--- src/rtl/alu8_pkg.sv ---
package alu8_pkg;

  localparam int BYTE_W = 8;

  typedef enum logic [1:0] {
    OP_XOR = 2'd0,
    OP_CMP = 2'd1,
    OP_INC = 2'd2,
    OP_RSV = 2'd3
  } alu_op_e;

  // flag byte, msb first: sign, zero, copy5, half, copy3, parity/overflow, subtract, carry
  typedef struct packed {
    logic sign;
    logic zero;
    logic cpy5;
    logic half;
    logic cpy3;
    logic pv;
    logic sub;
    logic carry;
  } flags_t;

endpackage

--- src/rtl/alu8_xor_unit.sv ---
module alu8_xor_unit
  import alu8_pkg::*;
#(
  parameter int DATA_W = BYTE_W
) (
  input  logic [DATA_W-1:0] a_i,
  input  logic [DATA_W-1:0] b_i,
  output logic [DATA_W-1:0] res_o,
  output flags_t            flg_o
);
  localparam int MSB = DATA_W - 1;

  logic [DATA_W-1:0] r;

  always_comb begin
    r            = a_i ^ b_i;
    res_o        = r;
    flg_o.sign   = r[MSB];
    flg_o.zero   = (r == '0);
    flg_o.cpy5   = r[5];
    flg_o.half   = 1'b0;
    flg_o.cpy3   = r[3];
    flg_o.pv     = ~(^r);
    flg_o.sub    = 1'b0;
    flg_o.carry  = 1'b0;
  end
endmodule

--- src/rtl/alu8_cmp_unit.sv ---
module alu8_cmp_unit
  import alu8_pkg::*;
#(
  parameter int DATA_W = BYTE_W
) (
  input  logic [DATA_W-1:0] a_i,
  input  logic [DATA_W-1:0] b_i,
  output flags_t            flg_o
);
  localparam int MSB   = DATA_W - 1;
  localparam int NIB_W = 4;

  logic [DATA_W:0]  wide;
  logic [NIB_W:0]   low;
  logic [DATA_W-1:0] d;

  always_comb begin
    wide         = {1'b0, a_i} - {1'b0, b_i};
    low          = {1'b0, a_i[NIB_W-1:0]} - {1'b0, b_i[NIB_W-1:0]};
    d            = wide[DATA_W-1:0];
    flg_o.sign   = d[MSB];
    flg_o.zero   = (d == '0);
    flg_o.cpy5   = b_i[5];
    flg_o.half   = low[NIB_W];
    flg_o.cpy3   = b_i[3];
    flg_o.pv     = (a_i[MSB] ^ b_i[MSB]) & (d[MSB] ^ a_i[MSB]);
    flg_o.sub    = 1'b1;
    flg_o.carry  = wide[DATA_W];
  end
endmodule

--- src/rtl/alu8_inc_unit.sv ---
module alu8_inc_unit
  import alu8_pkg::*;
#(
  parameter int DATA_W = BYTE_W
) (
  input  logic [DATA_W-1:0] b_i,
  input  logic              cin_i,
  output logic [DATA_W-1:0] res_o,
  output flags_t            flg_o
);
  localparam int MSB = DATA_W - 1;
  localparam logic [DATA_W-1:0] SMAX = {1'b0, {(DATA_W-1){1'b1}}};

  logic [DATA_W-1:0] r;

  always_comb begin
    r            = b_i + 1'b1;
    res_o        = r;
    flg_o.sign   = r[MSB];
    flg_o.zero   = (r == '0);
    flg_o.cpy5   = r[5];
    flg_o.half   = &b_i[3:0];
    flg_o.cpy3   = r[3];
    flg_o.pv     = (b_i == SMAX);
    flg_o.sub    = 1'b0;
    flg_o.carry  = cin_i;
  end
endmodule

--- src/rtl/alu8_flag_core.sv ---
module alu8_flag_core
  import alu8_pkg::*;
#(
  parameter int DATA_W = BYTE_W
) (
  input  logic              clk,
  input  logic              rst,
  input  logic              op_vld,
  input  logic [1:0]        op_sel,
  input  logic [DATA_W-1:0] acc_in,
  input  logic [DATA_W-1:0] opnd_in,
  input  logic [7:0]        flags_in,
  output logic [DATA_W-1:0] res_out,
  output logic [7:0]        flags_out,
  output logic              res_we
);
  flags_t            x_flg, c_flg, i_flg, f_in;
  logic [DATA_W-1:0] x_res, i_res;
  alu_op_e           op;

  assign f_in = flags_t'(flags_in);
  assign op   = alu_op_e'(op_sel);

  alu8_xor_unit #(.DATA_W(DATA_W)) u_xor (
    .a_i(acc_in), .b_i(opnd_in), .res_o(x_res), .flg_o(x_flg)
  );

  alu8_cmp_unit #(.DATA_W(DATA_W)) u_cmp (
    .a_i(acc_in), .b_i(opnd_in), .flg_o(c_flg)
  );

  alu8_inc_unit #(.DATA_W(DATA_W)) u_inc (
    .b_i(opnd_in), .cin_i(f_in.carry), .res_o(i_res), .flg_o(i_flg)
  );

  always_ff @(posedge clk) begin
    if (rst) begin
      res_out   <= '0;
      flags_out <= '0;
      res_we    <= 1'b0;
    end else begin
      res_we <= 1'b0;
      if (op_vld) begin
        case (op)
          OP_XOR: begin
            res_out   <= x_res;
            flags_out <= x_flg;
            res_we    <= 1'b1;
          end
          OP_CMP: begin
            flags_out <= c_flg;
          end
          OP_INC: begin
            res_out   <= i_res;
            flags_out <= i_flg;
            res_we    <= 1'b1;
          end
          default: ;
        endcase
      end
    end
  end
endmodule

--- config.mk ---
export PLATFORM = sky130hd
export DESIGN_NAME = alu8_flag_core
export DESIGN_NICKNAME = d
export VERILOG_FILES = /design/src/rtl/alu8_pkg.sv /design/src/rtl/alu8_xor_unit.sv /design/src/rtl/alu8_cmp_unit.sv /design/src/rtl/alu8_inc_unit.sv /design/src/rtl/alu8_flag_core.sv
export SDC_FILE = /design/constraint.sdc
export NUM_CORES = 1
export LEC_CHECK = 0
export BUFFER_PORTS_ARGS = -buffer_cell sky130_fd_sc_hd__buf_4
export CORE_ASPECT_RATIO = 1.4
export CORE_MARGIN = 2
export CORE_UTILIZATION = 50
export CTS_CLUSTER_SIZE = 30
export DETAILED_ROUTE_END_ITERATION = 8
export PLACE_DENSITY = 0.84
export SYNTH_ARGS = -nofsm -noshare
export SYNTH_HDL_FRONTEND = slang
export SYNTH_HIERARCHICAL = 1
export SYNTH_SLANG_ARGS = --single-unit
--- constraint.sdc ---
create_clock -name clk -period 4.48 [get_ports clk]
set_clock_uncertainty 0.1 [all_clocks]
set_input_delay 0.672 -clock clk [delete_from_list [all_inputs] [get_ports clk]]
set_output_delay 0.672 -clock clk [all_outputs]
set_load 0.02 [all_outputs]
# == Yosys cells after proc, flatten, opt, wreduce, memory -nomap -nowiden ==
# Cells that the tools add are included.
# classes
bitwise_logic,6
add_sub_neg,3
n_eq_ne,3
reduce_logical,12
mux,3
# ops
op,count
$logic_not A8 Y1,3
$pmux W8 S3,1
$pmux W8 S2,1
$sub A8 B8 Y9,1
$add A8 B1 Y8 const B,1
$eq A8 B7 Y1 const B,1
$reduce_xor A8 Y1,1
$xor A8 B8 Y8,1
$sub A4 B4 Y5,1
$reduce_and A2 Y1,2
$reduce_and A4 Y1,1
$reduce_or A2 Y1,2
$reduce_bool A3 Y1,1
$eq A2 B1 Y1 const B,1
$eq A2 B2 Y1 const B,1
$logic_not A2 Y1,1
$not A1 Y1,2
$reduce_bool A2 Y1,1
$xor A1 B1 Y1,2
$and A1 B1 Y1,1
$mux W1,1
# totals
out_inout_bits,17
ff_bits,17
word_cells,30
inputBits,29

# == Logic depth before layout (Yosys ltp) ==
# Gate-level depths: netlist of run 1.
# depth
word_depth,4
mapped_depth,11
depth_no_buf,11

# == Modules after synthesis ==
# Netlist of run 1, hierarchy kept.
# by_module_without_submodules
module,area_each_um2,seq_area_each_um2,n_inst,cells_each
alu8_flag_core,963.4,340.3,1,102
alu8_cmp_unit,424.2,0.0,1,59
alu8_inc_unit,236.5,0.0,1,32
alu8_xor_unit,234.0,0.0,1,31

# == Least setup slack after synthesis of run 1 ==
# No wires, ideal clock.
# synth_timing
path_type,input to register
start,input port acc_in[0]
end,register flags_out[6]
setup_time_ns,0.071
path_stages,11
arrival_ns,2.619
required_time_ns,4.309
path_buffers,0
path_slack_ns,1.690
cell_sequence,inv_1 ha_1 fa_1 nand2b_1 a211oi_1 o311a_1 nor3_1 a211oi_1 a22oi_1 a211o_1 a21oi_1
# synth_rtl
element,line_no,source
"start, declared",alu8_flag_core.sv:10,"input logic [DATA_W-1:0] acc_in,"
"end signal, assigned",alu8_flag_core.sv:47,flags_out <= x_flg;
"end signal, assigned",alu8_flag_core.sv:51,flags_out <= c_flg;
"end signal, assigned",alu8_flag_core.sv:55,flags_out <= i_flg;
"end, declared",alu8_flag_core.sv:14,"output logic [7:0] flags_out,"

==> results of run 1 <==
-- worst max-delay path: stages --
cell	delay [ps]
buf_4	140
ha_1	220
fa_1	380
nand2b_1	200
a211oi_1	310
o311a_1	220
nor3_1	60
a211oi_1	240
a22oi_1	110
a211o_1	310
a21oi_1	110
-- stage by stage --
stage,area (µm²),hold slack [ps]
3_3_place_gp,2003,347.0
5_1_grt,2048,385.5
3_5_place_dp,2003,348.2
2_1_floorplan,1866,432.7
4_1_cts,2048,357.4
6_report,2048,356.3
-- cells in the mapped netlist, types with 4 or more instances --
cell      instances  area, µm²
buf_4            15      112.6
nor3_1            4      20.02
a211o_1           9      78.83
xor2_1            6      52.55
ha_1             19      237.7
xnor2_1          12      105.1
a21oi_1          11      55.05
inv_1            21      78.83
mux2i_1           8      80.08
dfxtp_1          17      340.3
nor2_1           21      78.83
a22oi_1           8      60.06
nand2_1          12      45.04
a211oi_2          8      100.1
-- sequential cells by signal (all words and copies together), names as in the netlist --
name,cells
res_we,1
flags_out,8
res_out,8
-- report_power, final --
part	total, mW	internal, mW	switching, mW
combinational	0.214	0.0961	0.118
sequential	0.168	0.163	0.00556
clock	0.114	0.0630	0.0508
total	0.496	0.322	0.174
-- worst paths after layout --
path	start	end	slack (ps)	cells after the start
worst max-delay path	opnd_in[0]	flags_out[6]$_SDFFE_PP0P_	1600	11
worst max register to register	res_out[3]$_SDFFE_PP0P_	res_out[3]$_SDFFE_PP0P_	3710	2
worst min-delay path	flags_out[3]$_SDFFE_PP0P_	flags_out[3]$_SDFFE_PP0P_	360	2
worst min register to register	flags_out[3]$_SDFFE_PP0P_	flags_out[3]$_SDFFE_PP0P_	360	2
-- cells by family after synthesis --
family / after synthesis
buf+inv: 47
xor+xnor: 19
simple gates: 58
other cells: 3
flops: 17
fa+ha+maj: 20
mux: 8
compound gates: 52
-- per-layer routing --
| metal | track usage | vias up | wire [µm] |
|---|---|---|---|
| met5 | 0 | - | 0 |
| met4 | 0.06341 | 0 | 40 |
| met3 | 0.02207 | 2 | 153 |
| met2 | 0.3167 | 35 | 1934 |
| met1 | 0.2303 | 701 | 1524 |
| li1 | - | 788 | - |
-- cell type report --
class | count | area share
clock buffers | 4 | 0.02199
repair buffers | 38 | 0.1393
flip-flops and latches | 17 | 0.1662
inverters | 21 | 0.03849
well taps | 42 | 0.02566
multi-input cells | 162 | 0.6084
==> tab_implementation.tex, run 1 <==
\begin{tabular}{lr}
\hline
Metric & Value \\
\hline
\multicolumn{2}{l}{\textbf{Drt}} \\
Vias per std cell & 5.373 \\
Number of iterations in the first detailed-routing pass & 4 \\
ANT nets after route & 0 \\
Initial detailed-routing violation count & 48 \\
WL/cell & 12.86 µm \\
Number of remaining DRC errors & 0 \\
Detailed-route via count & roughly 1500 \\
Wire length after detailed routing & between 3 and 4 mm \\
\multicolumn{2}{l}{\textbf{Yosys}} \\
Xor/xnor share of the synthesized area & 0.09360 \\
Synthesis-stage register bit count & 17 \\
Ys flop type & dfxtp\_1 \\
Area of the mapped netlist & roughly 1900 µm² \\
Distinct cell type count after synthesis & 45 \\
Synth Area in Compound Gates & 0.2263 \\
Simple-gate area share of the yosys netlist & 0.1589 \\
Mean instance size in the synthesized netlist & $\sim$8.3 µm² \\
Post-Synthesis Cells & 224 \\
Post-synth EDFFs & 0 \\
Post-synth ARST share & 0 \\
Sequential area share after synthesis & 0.1832 \\
Post-synthesis adder-cell area fraction & 0.1387 \\
Syn. warnings & 6 \\
Mux share of post-synthesis cell area & 0.04310 \\
Combinational family with the most area after synthesis & compound AO/OA/AOI/OAI gates \\
\multicolumn{2}{l}{\textbf{Die}} \\
\# rows & 26 \\
Die Y & 76.13 µm \\
Chip width & roughly 56 µm \\
Core Box Area & 3611 µm² \\
Initial cell density of the core & 0.5146 \\
Number of primary I/O pins & between 40 and 50 \\
Die outline area & roughly 4200 µm² \\
\multicolumn{2}{l}{\textbf{Outcome}} \\
Run status & complete, no violations \\
\multicolumn{2}{l}{\textbf{Timing}} \\
Setup ws final & $\sim$1600 ps \\
Endpoints failing setup & 0 \\
Remaining max-slew budget at the tightest pin & 0.5554 \\
Final Cycle Share & 0.6424 \\
Final Max Slew Viols & 0 \\
TNS Setup & 0 ps \\
Maximum clock rate & 347.5 MHz \\
Hold violation count in the final report & 0 \\
Slew at the pin with the worst max-slew slack & between 600 and 700 ps \\
RSZ-0062 raised after global routing & no \\
Post-layout minimum cycle time & $\sim$2900 ps \\
\multicolumn{2}{l}{\textbf{Flow run}} \\
Max Cap Viol & 0 \\
\multicolumn{2}{l}{\textbf{Clock network}} \\
Library cell used as clock root buffer & clkbuf\_8 \\
Clock-pin slew on the worst setup and hold paths & around 70 ps \\
Worst skew pair latency & roughly 250 ps \\
Post-CTS repair timing setup buffer count & 0 \\
H-tree levels & 1 \\
Clock tree from TritonCTS & built \\
Deepest clock path buffer count & 2 \\
Number of sinks driven by the clock tree & 17 \\
Hold buffer count at cts & 0 \\
Cells resized by post-CTS repair & 0 \\
Clock buffer count from CTS & 3 \\
\multicolumn{2}{l}{\textbf{Placement}} \\
Gp weighted congestion & between 0.7 and 0.8 \\
Placed insts & between 200 and 300 \\
Port-buffer cells & 38 \\
Final HPWL from detailed placement & about 2.9 mm \\
Pre-CTS setup slack & roughly 1400 ps \\
\multicolumn{2}{l}{\textbf{Worst setup path}} \\
Type of the worst setup path & in2reg \\
Critical Path Source Type & input pin \\
Required arrival time at the worst endpoint & roughly 4600 ps \\
Sort of element at the end of the critical path & flop \\
Critical path data arrival time & between 2000 and 3000 ps \\
Highest fanout seen on the critical path & 8 \\
\multicolumn{2}{l}{\textbf{Power and ir drop}} \\
Worst VDD drop & between 0.1 and 0.15 mV \\
Total power density per cell area & $\sim$240 nW/µm² \\
Total power consumption of the routed design & between 0.4 and 0.5 mW \\
Pleak & between 0.9 and 1 nW \\
\multicolumn{2}{l}{\textbf{Finish}} \\
Fraction of final layout cells with drive strength greater than 1 & 0.2438 \\
Non-filler cells in the finished layout & roughly 280 \\
Final Util & 0.5672 \\
Nets & about 290 \\
Commonest non-fill, non-tap cell in the layout & buf\_4 \\
Most frequent cells in the layout & buf\_4 (38), inv\_1 (21), nor2\_1 (21), ha\_1 (19), dfxtp\_1 (17) \\
Flip-flop and latch area & 340.3 µm² \\
Growth of design area from synthesis to finish & 10.24\% \\
Count of fill cells added during filler insertion & $\sim$340 \\
Number of antenna repair diodes & 0 \\
Area used by multi-input combinational logic & roughly 1200 µm² \\
\multicolumn{2}{l}{\textbf{GRT}} \\
Antenna violations before repair & 0 \\
Total overflow reported by the global router & 0 \\
All-Layer GR Usage & 0.1828 \\
Number of global-route vias before repair & approximately 1400 \\
Maximum number of pins on one net before global-route repair & 18 \\
Wire length of the first global-routing pass & $\sim$6.4 mm \\
\multicolumn{2}{l}{\textbf{Worst hold path}} \\
Worst min-delay path category & reg2reg \\
\hline
\end{tabular}
Power figures use the tool's default switching activity.
==> inputs of run 2 (changes only) <==
==> constraint.sdc (replaced) <==
create_clock -name clk -period 2.9 [get_ports clk]
set_clock_uncertainty 0.1 [all_clocks]
set_input_delay 0.435 -clock clk [delete_from_list [all_inputs] [get_ports clk]]
set_output_delay 0.435 -clock clk [all_outputs]
set_load 0.02 [all_outputs]
==> run 2 against run 1 <==
Net effect:
- via count is 1.2% higher
- die area stayed put
- flip-flop and latch count is the same
- sequential share of layout area fell by 0.12 points
- first-iteration DRC count down 19%
- non-clock buffer count grew 2
- register-to-register slack got worse by 1600 ps
==> tab_implementation.tex, run 2 (synthesis results as in run 1) <==
\begin{tabular}{lr}
\hline
Metric & Value \\
\hline
\multicolumn{2}{l}{\textbf{Worst hold path}} \\
Worst hold stages & 2 \\
Worst min-delay path category & reg2reg \\
\multicolumn{2}{l}{\textbf{GRT}} \\
Fraction of met1 tracks used by global routing & 0.2203 \\
All-Layer GR Usage & 0.1962 \\
Number of global-route vias before repair & between 1500 and 2000 \\
Most utilized layer in the global route result & met2 \\
Global-route track usage on met3 & 0.03056 \\
Fraction of met2 tracks used by global routing & 0.3464 \\
Antenna violations before repair & 0 \\
Wire length of the first global-routing pass & 6.762 mm \\
Total overflow reported by the global router & 0 \\
Maximum number of pins on one net before global-route repair & 18 \\
\multicolumn{2}{l}{\textbf{Finish}} \\
Growth of design area from synthesis to finish & 11.04\% \\
Count of fill cells added during filler insertion & about 330 \\
Biggest regs & flags\_out x8, res\_out x8, res\_we x1 \\
Commonest non-fill, non-tap cell in the layout & buf\_4 \\
Area used by multi-input combinational logic & approximately 1200 µm² \\
Final Cell Area & $\sim$2100 µm² \\
Most frequent cells in the layout & buf\_4 (40), inv\_1 (21), nor2\_1 (21), ha\_1 (19), dfxtp\_1 (17) \\
Flip-flop and latch area & $\sim$340 µm² \\
Fraction of final layout cells with drive strength greater than 1 & 0.2500 \\
Nets & 294 \\
Number of antenna repair diodes & 0 \\
\multicolumn{2}{l}{\textbf{Flow run}} \\
Max Cap Viol & 0 \\
\multicolumn{2}{l}{\textbf{Worst setup path}} \\
Count of buffer and inverter cells on the critical path & 2 \\
Type of the worst setup path & in2reg \\
Sort of element at the end of the critical path & flop \\
Critical path data arrival time & 2700 ps \\
Depth of the critical timing path with buffers and inverters included & 12 \\
Slowest cell on the critical path & fa\_1 \\
Crit-path cells & buf\_4 > inv\_1 > ha\_1 > fa\_1 > nand2b\_1 > a211oi\_1 > o311a\_1 > nor3\_1 > a211oi\_1 > a22oi\_1 > a211o\_1 > a21oi\_1 \\
Required arrival time at the worst endpoint & 2990 ps \\
Critical Path Source Type & input pin \\
Cell type group with the largest total delay on the critical path & compound AO/OA/AOI/OAI gates \\
Highest fanout seen on the critical path & 3 \\
Worst reg2reg path depth & 2 \\
Crit path largest cell delay & around 390 ps \\
Worst path most repeated cell & a211oi\_1 \\
\multicolumn{2}{l}{\textbf{Die}} \\
Die Y & 76.13 µm \\
Core Box Area & 3611 µm² \\
Die outline area & 4227 µm² \\
\# rows & 26 \\
Number of primary I/O pins & 46 \\
Chip width & roughly 56 µm \\
Initial cell density of the core & 0.5146 \\
\multicolumn{2}{l}{\textbf{Drt}} \\
Number of remaining DRC errors & 0 \\
ANT nets after route & 0 \\
Wire length after detailed routing & 3.826 mm \\
Vias per std cell & around 5.4 \\
Number of iterations in the first detailed-routing pass & 4 \\
WL/cell & $\sim$13 µm \\
Detailed-route via count & around 1500 \\
Initial detailed-routing violation count & 39 \\
\multicolumn{2}{l}{\textbf{Timing}} \\
Maximum clock rate & 382.8 MHz \\
TNS Setup & 0 ps \\
RSZ-0062 raised after global routing & no \\
Remaining max-slew budget at the tightest pin & 0.5381 \\
Hold violation count in the final report & 0 \\
Post-layout minimum cycle time & around 2600 ps \\
Slew at the pin with the worst max-slew slack & 692.9 ps \\
Final Max Slew Viols & 0 \\
Endpoints failing setup & 0 \\
Final Cycle Share & 0.9008 \\
\multicolumn{2}{l}{\textbf{Placement}} \\
Post-place instance area & 2018 µm² \\
Port-buffer cells & 38 \\
Final HPWL from detailed placement & between 3 and 4 mm \\
Gp weighted congestion & about 0.75 \\
\multicolumn{2}{l}{\textbf{Clock network}} \\
Clock-pin slew on the worst setup and hold paths & around 60 ps \\
Number of sinks driven by the clock tree & 17 \\
H-tree levels & 1 \\
Clock tree from TritonCTS & built \\
Hold buffer count at cts & 0 \\
Worst skew pair latency & around 250 ps \\
Cells resized by post-CTS repair & 0 \\
Post-CTS repair timing setup buffer count & 0 \\
Clock buffer count from CTS & 3 \\
Library cell used as clock root buffer & clkbuf\_8 \\
Deepest clock path buffer count & 2 \\
\multicolumn{2}{l}{\textbf{Power and ir drop}} \\
Pleak & 0.9515 nW \\
Worst VDD drop & about 0.27 mV \\
Total power density per cell area & 373.3 nW/µm² \\
Total power consumption of the routed design & approximately 0.77 mW \\
\multicolumn{2}{l}{\textbf{Outcome}} \\
Run status & complete, no violations \\
\hline
\end{tabular}
## run 2: changes by cell type in the layout (fill, tap and decap cells not counted), sizes merged
cell  previous run  this run
buf             38        40
## run 2: path summary, 6_finish.rpt
path,startpoint,to,slack (ps)
worst max-delay path,acc_in[0],flags_out[6]$_SDFFE_PP0P_,290
worst min-delay path,flags_out[7]$_SDFFE_PP0P_,flags_out[7]$_SDFFE_PP0P_,360
worst max register to register,res_out[0]$_SDFFE_PP0P_,res_out[0]$_SDFFE_PP0P_,2100
worst min register to register,flags_out[7]$_SDFFE_PP0P_,flags_out[7]$_SDFFE_PP0P_,360
## run 2: through the flow
step	cells	setup WS, ps	utilization	hold WS [ps]
floorplan	226	346.7	-	432.7
global placement	282	41.29	0.5589	347.1
detailed placement	282	21.91	0.5589	348.3
CTS	286	282.6	0.5714	357.1
global route	286	42.87	0.5714	380.1
finish	286	287.8	0.5714	356.0
## run 2: final cells by class
class | instances | share of cell area
clock buffer | 4 | 0.02183
sequential | 17 | 0.1649
timing repair buffer | 40 | 0.1455
inverter | 21 | 0.03820
multi-input combinational | 162 | 0.6040
tap | 42 | 0.02547
## run 2: where the power goes
group	switching [mW]	internal (mW)	total (mW)
clock network	0.0791	0.0975	0.177
registers	0.00902	0.251	0.260
logic	0.183	0.150	0.333
## run 2: layer usage
metal,wire (µm),vias to the layer above
met4,138,0
met5,0,-
met1,1528,700
met2,2031,37
li1,-,796
met3,128,12
## run 2: worst min-delay path, delay by kind of cell, from the launching register on
family	cells	cell delay, ps
compound gates	1	50
flops	1	310
simple gates	1	50
==> inputs of run 3 (changes only) <==
==> constraint.sdc (replaced) <==
create_clock -name clk -period 2.9 [get_ports clk]
set_clock_uncertainty 0.1 [all_clocks]
set_input_delay 0.145 -clock clk [delete_from_list [all_inputs] [get_ports clk]]
set_output_delay 0.145 -clock clk [all_outputs]
set_load 0.02 [all_outputs]
==> run 3 against run 2 <==
Net effect:
- cell area down 0.73%
- hold slack worse by 250 ps
- setup slack better by 180 ps
- maximum frequency up 7.4%
- global-route usage down 1.1 points
- combinational power about the same
- largest power group unchanged
- highest routed layer unchanged
==> tab_implementation.tex, run 3 (synthesis results as in run 1) <==
\begin{tabular}{lr}
\hline
Metric & Value \\
\hline
\multicolumn{2}{l}{\textbf{Outcome}} \\
Run status & complete, no violations \\
\multicolumn{2}{l}{\textbf{Timing}} \\
Final Max Slew Viols & 0 \\
Final Cycle Share & 0.8384 \\
Endpoints failing setup & 0 \\
Slew at the pin with the worst max-slew slack & around 670 ps \\
Remaining max-slew budget at the tightest pin & 0.5534 \\
TNS Setup & 0 ps \\
Maximum clock rate & a little over 400 MHz \\
RSZ-0062 raised after global routing & no \\
Hold violation count in the final report & 0 \\
Hold\_ws & approximately 110 ps \\
Post-layout minimum cycle time & around 2400 ps \\
\multicolumn{2}{l}{\textbf{GRT}} \\
All-Layer GR Usage & 0.1852 \\
Wire length of the first global-routing pass & between 6 and 7 mm \\
Maximum number of pins on one net before global-route repair & 18 \\
Total overflow reported by the global router & 0 \\
Antenna violations before repair & 0 \\
Number of global-route vias before repair & about 1500 \\
\multicolumn{2}{l}{\textbf{Clock network}} \\
Post-CTS repair timing setup buffer count & 0 \\
Library cell used as clock root buffer & clkbuf\_8 \\
Cells resized by post-CTS repair & 0 \\
Clock tree from TritonCTS & built \\
Clock-pin slew on the worst setup and hold paths & roughly 70 ps \\
Number of sinks driven by the clock tree & 17 \\
Worst skew pair latency & 260 ps \\
Hold buffer count at cts & 0 \\
H-tree levels & 1 \\
Deepest clock path buffer count & 2 \\
Clock buffer count from CTS & 3 \\
\multicolumn{2}{l}{\textbf{Worst hold path}} \\
Worst min-delay path category & in2reg \\
Worst hold stages & 2 \\
\multicolumn{2}{l}{\textbf{Drt}} \\
WL/cell & between 10 and 15 µm \\
Detailed-route via count & 1593 \\
Vias per std cell & 5.609 \\
Number of remaining DRC errors & 0 \\
Initial detailed-routing violation count & 44 \\
Wire length after detailed routing & 3.775 mm \\
ANT nets after route & 0 \\
Number of iterations in the first detailed-routing pass & 4 \\
\multicolumn{2}{l}{\textbf{Worst setup path}} \\
Worst reg2reg path depth & 2 \\
Critical path data arrival time & around 2500 ps \\
Crit path largest cell delay & 390 ps \\
Type of the worst setup path & in2reg \\
Highest fanout seen on the critical path & 8 \\
Sort of element at the end of the critical path & flop \\
Slowest cell on the critical path & fa\_1 \\
Crit-path cells & buf\_4 > ha\_1 > fa\_1 > nand2b\_1 > a211oi\_1 > o311a\_1 > nor3\_1 > a211oi\_1 > a22oi\_1 > a211o\_1 > a21oi\_1 \\
Critical Path Source Type & input pin \\
Required arrival time at the worst endpoint & 2990 ps \\
Worst path most repeated cell & a211oi\_1 \\
\multicolumn{2}{l}{\textbf{Flow run}} \\
Max Cap Viol & 0 \\
\multicolumn{2}{l}{\textbf{Power and ir drop}} \\
Pleak & approximately 0.94 nW \\
Total power density per cell area & roughly 380 nW/µm² \\
Worst VDD drop & approximately 0.22 mV \\
\multicolumn{2}{l}{\textbf{Placement}} \\
Port-buffer cells & 38 \\
Placed insts & 280 \\
Gp weighted congestion & approximately 0.75 \\
Final HPWL from detailed placement & slightly below 3 mm \\
\multicolumn{2}{l}{\textbf{Finish}} \\
Non-filler cells in the finished layout & 284 \\
Final Util & 0.5672 \\
Commonest non-fill, non-tap cell in the layout & buf\_4 \\
Biggest regs & flags\_out x8, res\_out x8, res\_we x1 \\
Growth of design area from synthesis to finish & 10.24\% \\
Number of antenna repair diodes & 0 \\
Nets & about 300 \\
Fraction of final layout cells with drive strength greater than 1 & 0.2438 \\
Most frequent cells in the layout & buf\_4 (38), inv\_1 (21), nor2\_1 (21), ha\_1 (19), dfxtp\_1 (17) \\
\multicolumn{2}{l}{\textbf{Die}} \\
Core Box Area & around 3600 µm² \\
Die outline area & $\sim$4200 µm² \\
Chip width & between 50 and 60 µm \\
\# rows & 26 \\
Die Y & between 70 and 80 µm \\
Initial cell density of the core & 0.5146 \\
Number of primary I/O pins & between 40 and 50 \\
\hline
\end{tabular}
==> run 3: cell count changes in the layout (fill, tap and decap cells not counted) <==
cell | previous run | this run
buf_4 | 40 | 38
==> run 3: power by group <==
part	total [mW]	switching [mW]	leakage [nW]	internal, mW
combinational	0.332	0.184	0.779	0.149
sequential	0.260	0.00883	0.140	0.251
clock	0.183	0.0851	0.0228	0.0979
==> run 3: through the flow <==
stage	power [mW]	area, µm²	setup WS [ps]
final	0.7757	2048	468.6
after global routing	0.8222	2048	289.4
after CTS	0.7785	2048	492.4
after detailed placement	0.5952	2003	238.5
after global placement	0.5852	2003	321.4
after floorplan	0.5208	1866	636.7
==> run 3: area by class of cell <==
| class | count | area, µm² |
|---|---|---|
| clock buffer | 4 | 45.04 |
| timing repair buffer | 38 | 285.3 |
| tap | 42 | 52.55 |
| sequential | 17 | 340.3 |
| multi-input combinational | 162 | 1246 |
| inverter | 21 | 78.83 |
| fill | 331 | 1563 |
==> run 3: metal layers <==
metal / part of all wire / global-route usage / vias up
met5: 0 / 0 / -
met4: 0.029 / 0.1073 / 0
met3: 0.037 / 0.03056 / 10
met2: 0.52 / 0.3262 / 37
met1: 0.41 / 0.2050 / 753
li1: - / - / 793
==> run 3: path summary, 6_finish.rpt <==
kind                             startpoint                        end  slack (ps)
hold / removal                          rst    res_out[6]$_SDFFE_PP0P_         110
setup reg to reg    res_out[2]$_SDFFE_PP0P_    res_out[2]$_SDFFE_PP0P_        2090
setup / recovery                 opnd_in[0]  flags_out[6]$_SDFFE_PP0P_         470
hold reg to reg   flags_out[1]$_SDFFE_PP0P_  flags_out[1]$_SDFFE_PP0P_         360
==> run 3: worst max-delay path, delay by kind of cell <==
family                   cells  cell delay, ps
AND/OR/NAND/NOR              2             260
buffers and inverters        1             140
adder cells (fa/ha/maj)      2             620
AO/OA/AOI/OAI                6            1360
